`config.mk`:
```
export PLATFORM = sky130hd
export DESIGN_NAME = shake_detector
export DESIGN_NICKNAME = d
export VERILOG_FILES = /design/src/rtl/shk_pkg.sv /design/src/rtl/shk_axis_cmp.sv /design/src/rtl/shk_window.sv /design/src/rtl/shk_ctrl.sv /design/src/rtl/shake_detector.sv
export SDC_FILE = /design/constraint.sdc
export NUM_CORES = 1
export LEC_CHECK = 0
export BUFFER_PORTS_ARGS = -buffer_cell sky130_fd_sc_hd__clkbuf_2
export CORE_ASPECT_RATIO = 0.7
export CORE_MARGIN = 4
export CORE_UTILIZATION = 40
export CTS_CLUSTER_SIZE = 24
export DETAILED_ROUTE_END_ITERATION = 6
export PLACE_DENSITY_LB_ADDON = 0.12
export SLEW_MARGIN = 20
export SYNTH_ARGS = -nofsm -noshare
export SYNTH_HDL_FRONTEND = slang
export SYNTH_SLANG_ARGS = --single-unit
```
`constraint.sdc`:
```
create_clock -name clk -period 3.4 [get_ports clk]
set_input_delay 0.68 -clock clk [delete_from_list [all_inputs] [get_ports clk]]
set_output_delay 0.68 -clock clk [all_outputs]
set_load 0.02 [all_outputs]
```
`src/rtl/shk_pkg.sv`:
```
package shk_pkg;
  typedef enum logic [0:0] {
    ST_IDLE  = 1'b0,
    ST_ARMED = 1'b1
  } shk_state_e;

  localparam logic [1:0] CODE_NONE = 2'b00;
  localparam logic [1:0] CODE_POS  = 2'b01;
  localparam logic [1:0] CODE_NEG  = 2'b10;
endpackage

```
`src/rtl/shk_axis_cmp.sv`:
```
module shk_axis_cmp #(
  parameter int DATA_W    = 8,
  parameter int LSB_PER_G = 64
) (
  input  logic signed [DATA_W-1:0] ax_i,
  input  logic signed [DATA_W-1:0] ay_i,
  input  logic [1:0]               orient_i,
  input  logic [1:0]               thr_sel_i,
  output logic                     over_pos_o,
  output logic                     over_neg_o,
  output logic                     sgn_pos_o,
  output logic                     sgn_neg_o
);
  localparam int EXT_W   = DATA_W + 2;
  localparam int MAX_POS = (2 ** (DATA_W - 1)) - 1;

  logic signed [EXT_W-1:0] thr_tab [4];

  // threshold steps of half a g, clipped to the largest positive code
  for (genvar g = 0; g < 4; g++) begin : g_thr
    localparam int RAW  = ((g + 1) * LSB_PER_G) / 2;
    localparam int CLIP = (RAW > MAX_POS) ? MAX_POS : RAW;
    assign thr_tab[g] = EXT_W'(CLIP);
  end

  logic signed [DATA_W-1:0] perp;
  logic signed [EXT_W-1:0]  perp_x;
  logic signed [EXT_W-1:0]  thr;

  always_comb begin
    perp       = orient_i[0] ? ax_i : ay_i;
    perp_x     = {{2{perp[DATA_W-1]}}, perp};
    thr        = thr_tab[thr_sel_i];
    over_pos_o = perp_x > thr;
    over_neg_o = perp_x < -thr;
    sgn_pos_o  = perp_x > 0;
    sgn_neg_o  = perp[DATA_W-1];
  end
endmodule

```
`src/rtl/shk_window.sv`:
```
module shk_window #(
  parameter int WIN_BASE = 16,
  parameter int SEL_W    = 2
) (
  input  logic             clk,
  input  logic             rst,
  input  logic             clr_i,
  input  logic             step_i,
  input  logic [SEL_W-1:0] win_sel_i,
  output logic             last_o
);
  localparam int WIN_MAX = WIN_BASE << ((2 ** SEL_W) - 1);
  localparam int CNT_W   = $clog2(WIN_MAX) + 1;

  logic [CNT_W-1:0] cnt;
  logic [CNT_W-1:0] limit_m1;

  assign limit_m1 = CNT_W'((WIN_BASE << win_sel_i) - 1);
  assign last_o   = (cnt == limit_m1);

  always_ff @(posedge clk) begin
    if (rst || clr_i) begin
      cnt <= '0;
    end else if (step_i) begin
      cnt <= cnt + 1'b1;
    end
  end
endmodule

```
`src/rtl/shk_ctrl.sv`:
```
module shk_ctrl
  import shk_pkg::*;
(
  input  logic       clk,
  input  logic       rst,
  input  logic       smp_vld_i,
  input  logic       lock_i,
  input  logic       mode_i,
  input  logic       over_pos_i,
  input  logic       over_neg_i,
  input  logic       sgn_pos_i,
  input  logic       sgn_neg_i,
  input  logic       win_last_i,
  output logic       win_clr_o,
  output logic       win_step_o,
  output logic       pulse_o,
  output logic [1:0] code_o
);
  shk_state_e state_q, state_n;
  logic       neg_q, neg_n;
  logic       lock_q;
  logic       report;
  logic       qual;

  always_comb begin
    state_n    = state_q;
    neg_n      = neg_q;
    win_clr_o  = 1'b0;
    win_step_o = 1'b0;
    report     = 1'b0;
    qual       = neg_q ? (mode_i ? sgn_pos_i : over_pos_i)
                       : (mode_i ? sgn_neg_i : over_neg_i);
    if (lock_i) begin
      state_n = ST_IDLE;
    end else if (smp_vld_i) begin
      case (state_q)
        ST_IDLE: begin
          if (over_pos_i) begin
            state_n   = ST_ARMED;
            neg_n     = 1'b0;
            win_clr_o = 1'b1;
          end else if (over_neg_i) begin
            state_n   = ST_ARMED;
            neg_n     = 1'b1;
            win_clr_o = 1'b1;
          end
        end
        ST_ARMED: begin
          if (qual) begin
            report  = 1'b1;
            state_n = ST_IDLE;
          end else if (win_last_i) begin
            state_n = ST_IDLE;
          end else begin
            win_step_o = 1'b1;
          end
        end
        default: state_n = ST_IDLE;
      endcase
    end
  end

  always_ff @(posedge clk) begin
    if (rst) begin
      state_q <= ST_IDLE;
      neg_q   <= 1'b0;
      lock_q  <= 1'b0;
      pulse_o <= 1'b0;
      code_o  <= CODE_NONE;
    end else begin
      state_q <= state_n;
      neg_q   <= neg_n;
      lock_q  <= lock_i;
      pulse_o <= report;
      if (report) begin
        code_o <= neg_q ? CODE_NEG : CODE_POS;
      end else if (lock_q && !lock_i) begin
        code_o <= CODE_NONE;
      end
    end
  end
endmodule

```
`src/rtl/shake_detector.sv`:
```
module shake_detector #(
  parameter int DATA_W    = 8,
  parameter int LSB_PER_G = 64,
  parameter int WIN_BASE  = 16
) (
  input  logic                     clk,
  input  logic                     rst,
  input  logic                     smp_vld,
  input  logic signed [DATA_W-1:0] ax,
  input  logic signed [DATA_W-1:0] ay,
  input  logic [1:0]               orient,
  input  logic [1:0]               thr_sel,
  input  logic [1:0]               win_sel,
  input  logic                     mode,
  input  logic                     lock,
  output logic                     shake_pulse,
  output logic [1:0]               shake_code
);
  logic over_pos, over_neg, sgn_pos, sgn_neg;
  logic win_clr, win_step, win_last;

  shk_axis_cmp #(
    .DATA_W    (DATA_W),
    .LSB_PER_G (LSB_PER_G)
  ) cmp_i (
    .ax_i       (ax),
    .ay_i       (ay),
    .orient_i   (orient),
    .thr_sel_i  (thr_sel),
    .over_pos_o (over_pos),
    .over_neg_o (over_neg),
    .sgn_pos_o  (sgn_pos),
    .sgn_neg_o  (sgn_neg)
  );

  shk_window #(
    .WIN_BASE (WIN_BASE),
    .SEL_W    (2)
  ) win_i (
    .clk       (clk),
    .rst       (rst),
    .clr_i     (win_clr),
    .step_i    (win_step),
    .win_sel_i (win_sel),
    .last_o    (win_last)
  );

  shk_ctrl ctrl_i (
    .clk        (clk),
    .rst        (rst),
    .smp_vld_i  (smp_vld),
    .lock_i     (lock),
    .mode_i     (mode),
    .over_pos_i (over_pos),
    .over_neg_i (over_neg),
    .sgn_pos_i  (sgn_pos),
    .sgn_neg_i  (sgn_neg),
    .win_last_i (win_last),
    .win_clr_o  (win_clr),
    .win_step_o (win_step),
    .pulse_o    (shake_pulse),
    .code_o     (shake_code)
  );
endmodule

```
Word-level counts from Yosys, hierarchy flattened
Cells that the tools add are included.
{"block": "word_totals", "register_bits": 14, "inputBits": 27, "out_inout_bits": 3, "word_cells": 52}
{"block": "classes", "n_addsub": 3, "n_lt_le_gt_ge": 4, "n_eq_ne": 1, "shifts": 1, "muxes": 27, "bitwise": 3, "reduce_logical": 7}
{"operator": "10-bit binary-select mux with 2-bit select", "count": 1}
{"operator": "10-bit two-way mux", "count": 2}
{"operator": "1-bit two-way mux", "count": 19}
{"operator": "8-bit by 10-bit greater-than comparator with 1-bit output", "count": 1}
{"operator": "8-bit by 10-bit less-than comparator with 1-bit output", "count": 1}
{"operator": "10-bit negation", "count": 1}
{"operator": "8-bit by 1-bit adder with 8-bit output (second input constant)", "count": 1}
{"operator": "8-bit equality test", "count": 1}
{"operator": "8-bit by 1-bit greater-than comparator with 1-bit output (second input constant)", "count": 1}
{"operator": "8-bit two-way mux", "count": 1}
{"operator": "5-bit by 2-bit << shifter with 8-bit output (first input constant)", "count": 1}
{"operator": "8-bit by 2-bit subtractor with 8-bit output (second input constant)", "count": 1}
{"operator": "2-bit two-way mux", "count": 3}
{"operator": "4-bit AND reduction", "count": 1}
{"operator": "2-bit nonzero test", "count": 2}
{"operator": "3-bit >= comparator (second input constant)", "count": 1}
{"operator": "2-bit inverter with 3-bit output", "count": 1}
{"operator": "1-bit inverter", "count": 2}
{"operator": "1-bit case mux with 2 select lines", "count": 1}
{"operator": "2-bit OR reduction", "count": 1}
{"operator": "1-bit logical AND", "count": 1}
{"operator": "1-bit zero test", "count": 1}
{"operator": "1-bit logical OR", "count": 1}

Longest topological paths before layout
{"block": "depth", "word_depth": 13, "ltp_mapped": 12}

Hierarchy
From an unflattened synthesis, not the netlist that was laid out.
{"block": "unflattened", "hier_cells": 126, "hier_area_um2": 1043.5}
{"mod": "shk_window", "n_inst": 1, "cells_per_inst": 46, "area_per_inst_um2": 400.4, "seq_area_each_um2": 160.2}
{"mod": "shk_ctrl", "n_inst": 1, "cells_per_inst": 36, "area_per_inst_um2": 326.6, "seq_area_each_um2": 120.1}
{"mod": "shk_axis_cmp", "n_inst": 1, "cells_per_inst": 44, "area_per_inst_um2": 316.6, "seq_area_each_um2": 0.0}

Worst setup path before layout
No wires, ideal clock.
{"block": "synth_path", "path_type": "input port to flip-flop", "from": "in orient[0]", "to": "reg win_i.cnt[0]", "setup_ps": 122, "arrival_time_ps": 2809, "required_time_ps": 3278, "setup_slack_ps": 468, "cell_stages": 11, "cell_sequence": "buf_4 -> mux2_2 -> ha_1 -> a21o_1 -> a2111oi_0 -> o21a_1 -> o32ai_1 -> o21ai_2 -> buf_6 -> xor2_1 -> nor2_1"}
{"block": "synth_via", "elab_chain_cells": 8, "elab_cells_between_ends": 17, "cone_classes": "3 x order compare; 13 x mux; 1 x reduce/logical"}
{"item": "from (decl)", "line": "shake_detector.sv:11", "rtl": "input logic [1:0] orient,"}
{"item": "8-bit two-way mux *", "line": "shk_axis_cmp.sv:31", "rtl": "perp = orient_i[0] ? ax_i : ay_i;"}
{"item": "8-bit by 10-bit less-than comparator with 1-bit output (tied with other cells)", "line": "shk_axis_cmp.sv:35", "rtl": "over_neg_o = perp_x < -thr;"}
{"item": "1-bit two-way mux, on equally long branches", "line": "shk_ctrl.sv:32, shk_ctrl.sv:31, shk_ctrl.sv:42"}
{"item": "1-bit two-way mux, on equally long branches", "line": "shk_ctrl.sv:31, shk_ctrl.sv:38"}
{"item": "1-bit two-way mux, on equally long branches", "line": "shk_ctrl.sv:49, shk_ctrl.sv:36"}
{"item": "1-bit two-way mux, on equally long branches", "line": "shk_ctrl.sv:36, shk_ctrl.sv:35"}
{"item": "1-bit two-way mux, on equally long branches", "line": "shk_ctrl.sv:35, shk_ctrl.sv:33"}
{"item": "1-bit two-way mux / 1-bit logical OR (equally long branches)", "line": "shk_ctrl.sv:33, shk_window.sv:22"}
{"item": "to (signal assigned)", "line": "shk_window.sv:25", "rtl": "cnt <= cnt + 1'b1;"}
{"item": "to (decl)", "line": "shk_window.sv:15", "rtl": "logic [CNT_W-1:0] cnt;"}
Mark *: on every way between the ends. The rest lies on a longest branch, timed or not.
A chain may end at the register's enable or synchronous reset.

Worst setup path in the final report
{"block": "layout_path", "from": "in orient[0]", "to": "reg win_i.cnt[5]"}
Same word-level chain as after synthesis.

==> flow_summary.json <==
{
  "status": "finished, final reports clean",
  "p_switching_mw": 0.113,
  "cts_tree": "done",
  "dp_hpwl_mm": 2.21,
  "seqCellArea_um2": 280,
  "ys_seq_elements": 14,
  "remaining_drc_errors": 0,
  "synth_compound_area_share_pct": 28.1,
  "cts_buffers": 3,
  "fin_crit_sh_pct": 93.7,
  "fin_nets": 207,
  "p_comb_share_pct": 23.6,
  "die_area_um2": 3760,
  "fill_cells": 257,
  "synth_cells": 140,
  "h-tree-depth": 1,
  "tightest_slew_ps": 580,
  "cts_buffer_depth": 2,
  "crit_fanout": 11,
  "power_density_nw_per_um2": 310,
  "row_count": 15,
  "min_from": "ctrl_i.state_q",
  "ys.warnings.count": 0,
  "hp-class": "reg -> reg",
  "ir_drop_uv": 291,
  "route.vias.total": 1140,
  "cts_sinks": 14,
  "netlist_area_um2": 1130,
  "synth_top_flop_cell": "dfxtp_1",
  "crit_type": "in -> reg",
  "grt_pass1_vias": 1094,
  "drive_above_1_share_pct": 28.9,
  "finalWirelength_mm": 2.68,
  "setup_violations": 0,
  "clkTransAtPathRegs_ps": 60,
  "yosys.area_share.adder_pct": 6.62,
  "ff2ff_path_depth": 8,
  "yosysSeqAreaShare_pct": 24.7,
  "fin_skew_ps": 1.66,
  "port_buffers": 28,
  "layout_commonest_cell": "clkbuf_2",
  "required_ps": 3570,
  "synthMuxAreaShare_pct": 3.75,
  "finish.instance_area_um2": 1390,
  "grt_max_degree": 12,
  "insertedDiodeCount": 0,
  "clock_latency_ps": 240,
  "finalHoldViolCount": 0,
  "multi_input_area_um2": 802,
  "place_congestion": 0.834,
  "ys_async_sr_fraction_pct": 0,
  "synth_simple_gate_area_share_pct": 29.9,
  "io_pins": 30,
  "setup_slack_ps": 215,
  "post_drt_wl_per_cell_um": 13.0,
  "cts_hold_buf": 0,
  "maxClockFrequency_mhz": 314,
  "ys_types": 50,
  "rrSetupSlack_ps": 950,
  "hold_end": "ctrl_i.state_q",
  "grt_use_total_pct": 15.4,
  "first_iter_violations": 86,
  "end_kind": "register",
  "grt_pass1_wl_mm": 4.65,
  "arrival_ps": 3360,
  "final-max-slew-violation-count": 0,
  "synth_top_family_by_area": "simple AND/OR/NAND/NOR gates",
  "firstDrtPassIters": 4,
  "chipHeight_um": 52.5,
  "final_cell_mix": "clkbuf_2, dfxtp_1, nand2_1",
  "dp_slack_ps": -70.2,
  "holdPathStages": 2,
  "route.antenna.remaining_nets": 0,
  "finalCriticalPeriod_ps": 3190,
  "max_cap_viol_count": 0,
  "start_kind": "input pin",
  "switching_share_pct": 26.3,
  "clockPowerShare_pct": 37.0,
  "grt_overflow": 0,
  "p_int_mw": 0.317,
  "syn-mean-instance-area_um2": 8.10,
  "pwr-share-seq_pct": 39.4,
  "p_leak_nw": 0.528,
  "synth_edf_count": 0,
  "r2r_end": "win_i.cnt[0]",
  "die_x_um": 71.6,
  "r2r_start": "win_i.cnt[6]",
  "via_per_inst": 5.51,
  "antenna_found_initial": 0,
  "synth-xor-area-share_pct": 1.55,
  "initial_utilization_pct": 43.8,
  "area_growth_pct": 22.4,
  "total_power_mw": 0.430,
  "core_area_um2": 2590,
  "cts-root-buf": "clkbuf_8",
  "placed_cell_area_um2": 1320,
  "slew-limit-headroom_pct": 61.1
}
-- worst max path at each step --
stage                          from      endpoint  slack, ps  cells past startpoint
after floorplan           orient[0]  win_i.cnt[0]        470                     11
after global placement    orient[0]  win_i.cnt[5]         50                      8
after detailed placement  orient[0]  win_i.cnt[6]        -70                      8
after CTS                 orient[0]  win_i.cnt[6]        190                      8
after global routing      orient[0]  win_i.cnt[5]         -2                      8
final                     orient[0]  win_i.cnt[5]        210                      8
-- power by group through the flow --
stage          logic, mW  clock network (mW)  registers, mW
6_report           0.102               0.159          0.169
5_1_grt            0.116               0.174          0.170
4_1_cts            0.100               0.165          0.169
3_5_place_dp      0.0997                   0          0.173
3_3_place_gp      0.0968                   0          0.173
2_1_floorplan     0.0633                   0          0.173
-- cell type report --
cell class	instances	area share (%)
clock buffers	4	3.97
multi-input cells	115	57.8
flip-flops and latches	14	20.2
repair buffers	34	13.3
well taps	34	3.07
inverters	6	1.62
-- synth_stat cells, types with 2 or more instances --
cell | instances | area share, %
a211oi_1 | 2 | 1.3
a21oi_1 | 8 | 3.5
a222oi_1 | 2 | 1.8
and2_1 | 2 | 1.1
clkbuf_1 | 4 | 1.3
dfxtp_1 | 14 | 25
ha_1 | 6 | 6.6
inv_1 | 5 | 1.7
mux2_2 | 2 | 2.0
mux2i_1 | 2 | 1.8
nand2_1 | 10 | 3.3
nand2b_1 | 2 | 1.1
nand3_1 | 6 | 2.6
nand3b_1 | 3 | 2.0
nand4_1 | 3 | 1.7
nor2_1 | 7 | 2.3
nor2b_1 | 4 | 2.2
nor4_1 | 2 | 1.1
o21ai_0 | 4 | 1.8
o21ai_1 | 7 | 3.1
o2bb2ai_1 | 2 | 1.5
o31ai_1 | 3 | 2.0
or2_2 | 4 | 2.2
or3_1 | 6 | 3.3
or3b_2 | 2 | 1.5
or4_1 | 3 | 2.0
xor2_1 | 2 | 1.5
-- cell families after synthesis --
group | count (synthesis)
AOI/OAI and AO/OA | 43
and+or+nand+nor | 58
DFF | 14
adders and majority gates | 6
muxes | 4
buffers and inverters | 12
other | 1
xor gates and xnor gates | 2
-- critical path, stage by stage --
cell and delay, ps:
clkbuf_2 180, or4b_1 520, a222oi_1 480, o21ai_1 210, a2111oi_4 430, o21ai_2 200
or4_1 500, a21oi_1 150
-- flip-flops by register name (all words and copies together) (netlist names) --
name and count:
ctrl_i.neg_q 1, ctrl_i.code_o 2, win_i.cnt 8, ctrl_i.pulse_o 1, ctrl_i.lock_q 1, ctrl_i.state_q 1
-- stage by stage --
| stage | TNS [ps] | util (%) | hold slack [ps] | std cells |
|---|---|---|---|---|
| 3_5_place_dp | -139 | 51.1 | 500 | 202 |
| 2_1_floorplan | 0 | - | 467 | 141 |
| 6_report | 0 | 53.6 | 513 | 207 |
| 5_1_grt | -1.98 | 53.6 | 543 | 207 |
| 3_3_place_gp | 0 | 51.1 | 486 | 202 |
| 4_1_cts | 0 | 53.2 | 511 | 206 |
-- what timing repair did --
action,4_1_cts,5_1_grt
resized for setup,0,1
setup endpoints to repair,0,2
endpoints found under the hold margin,0,0
buffers inserted,0,1
-- routing by layer --
metal,GRT usage [%],routed length [µm],up-vias
met1,21.4,1460,506
met4,3.44,7,0
met2,23.8,1020,31
met3,4.21,192,2
li1,-,-,601
met5,0,0,-
(Power assumes the default switching activity.)
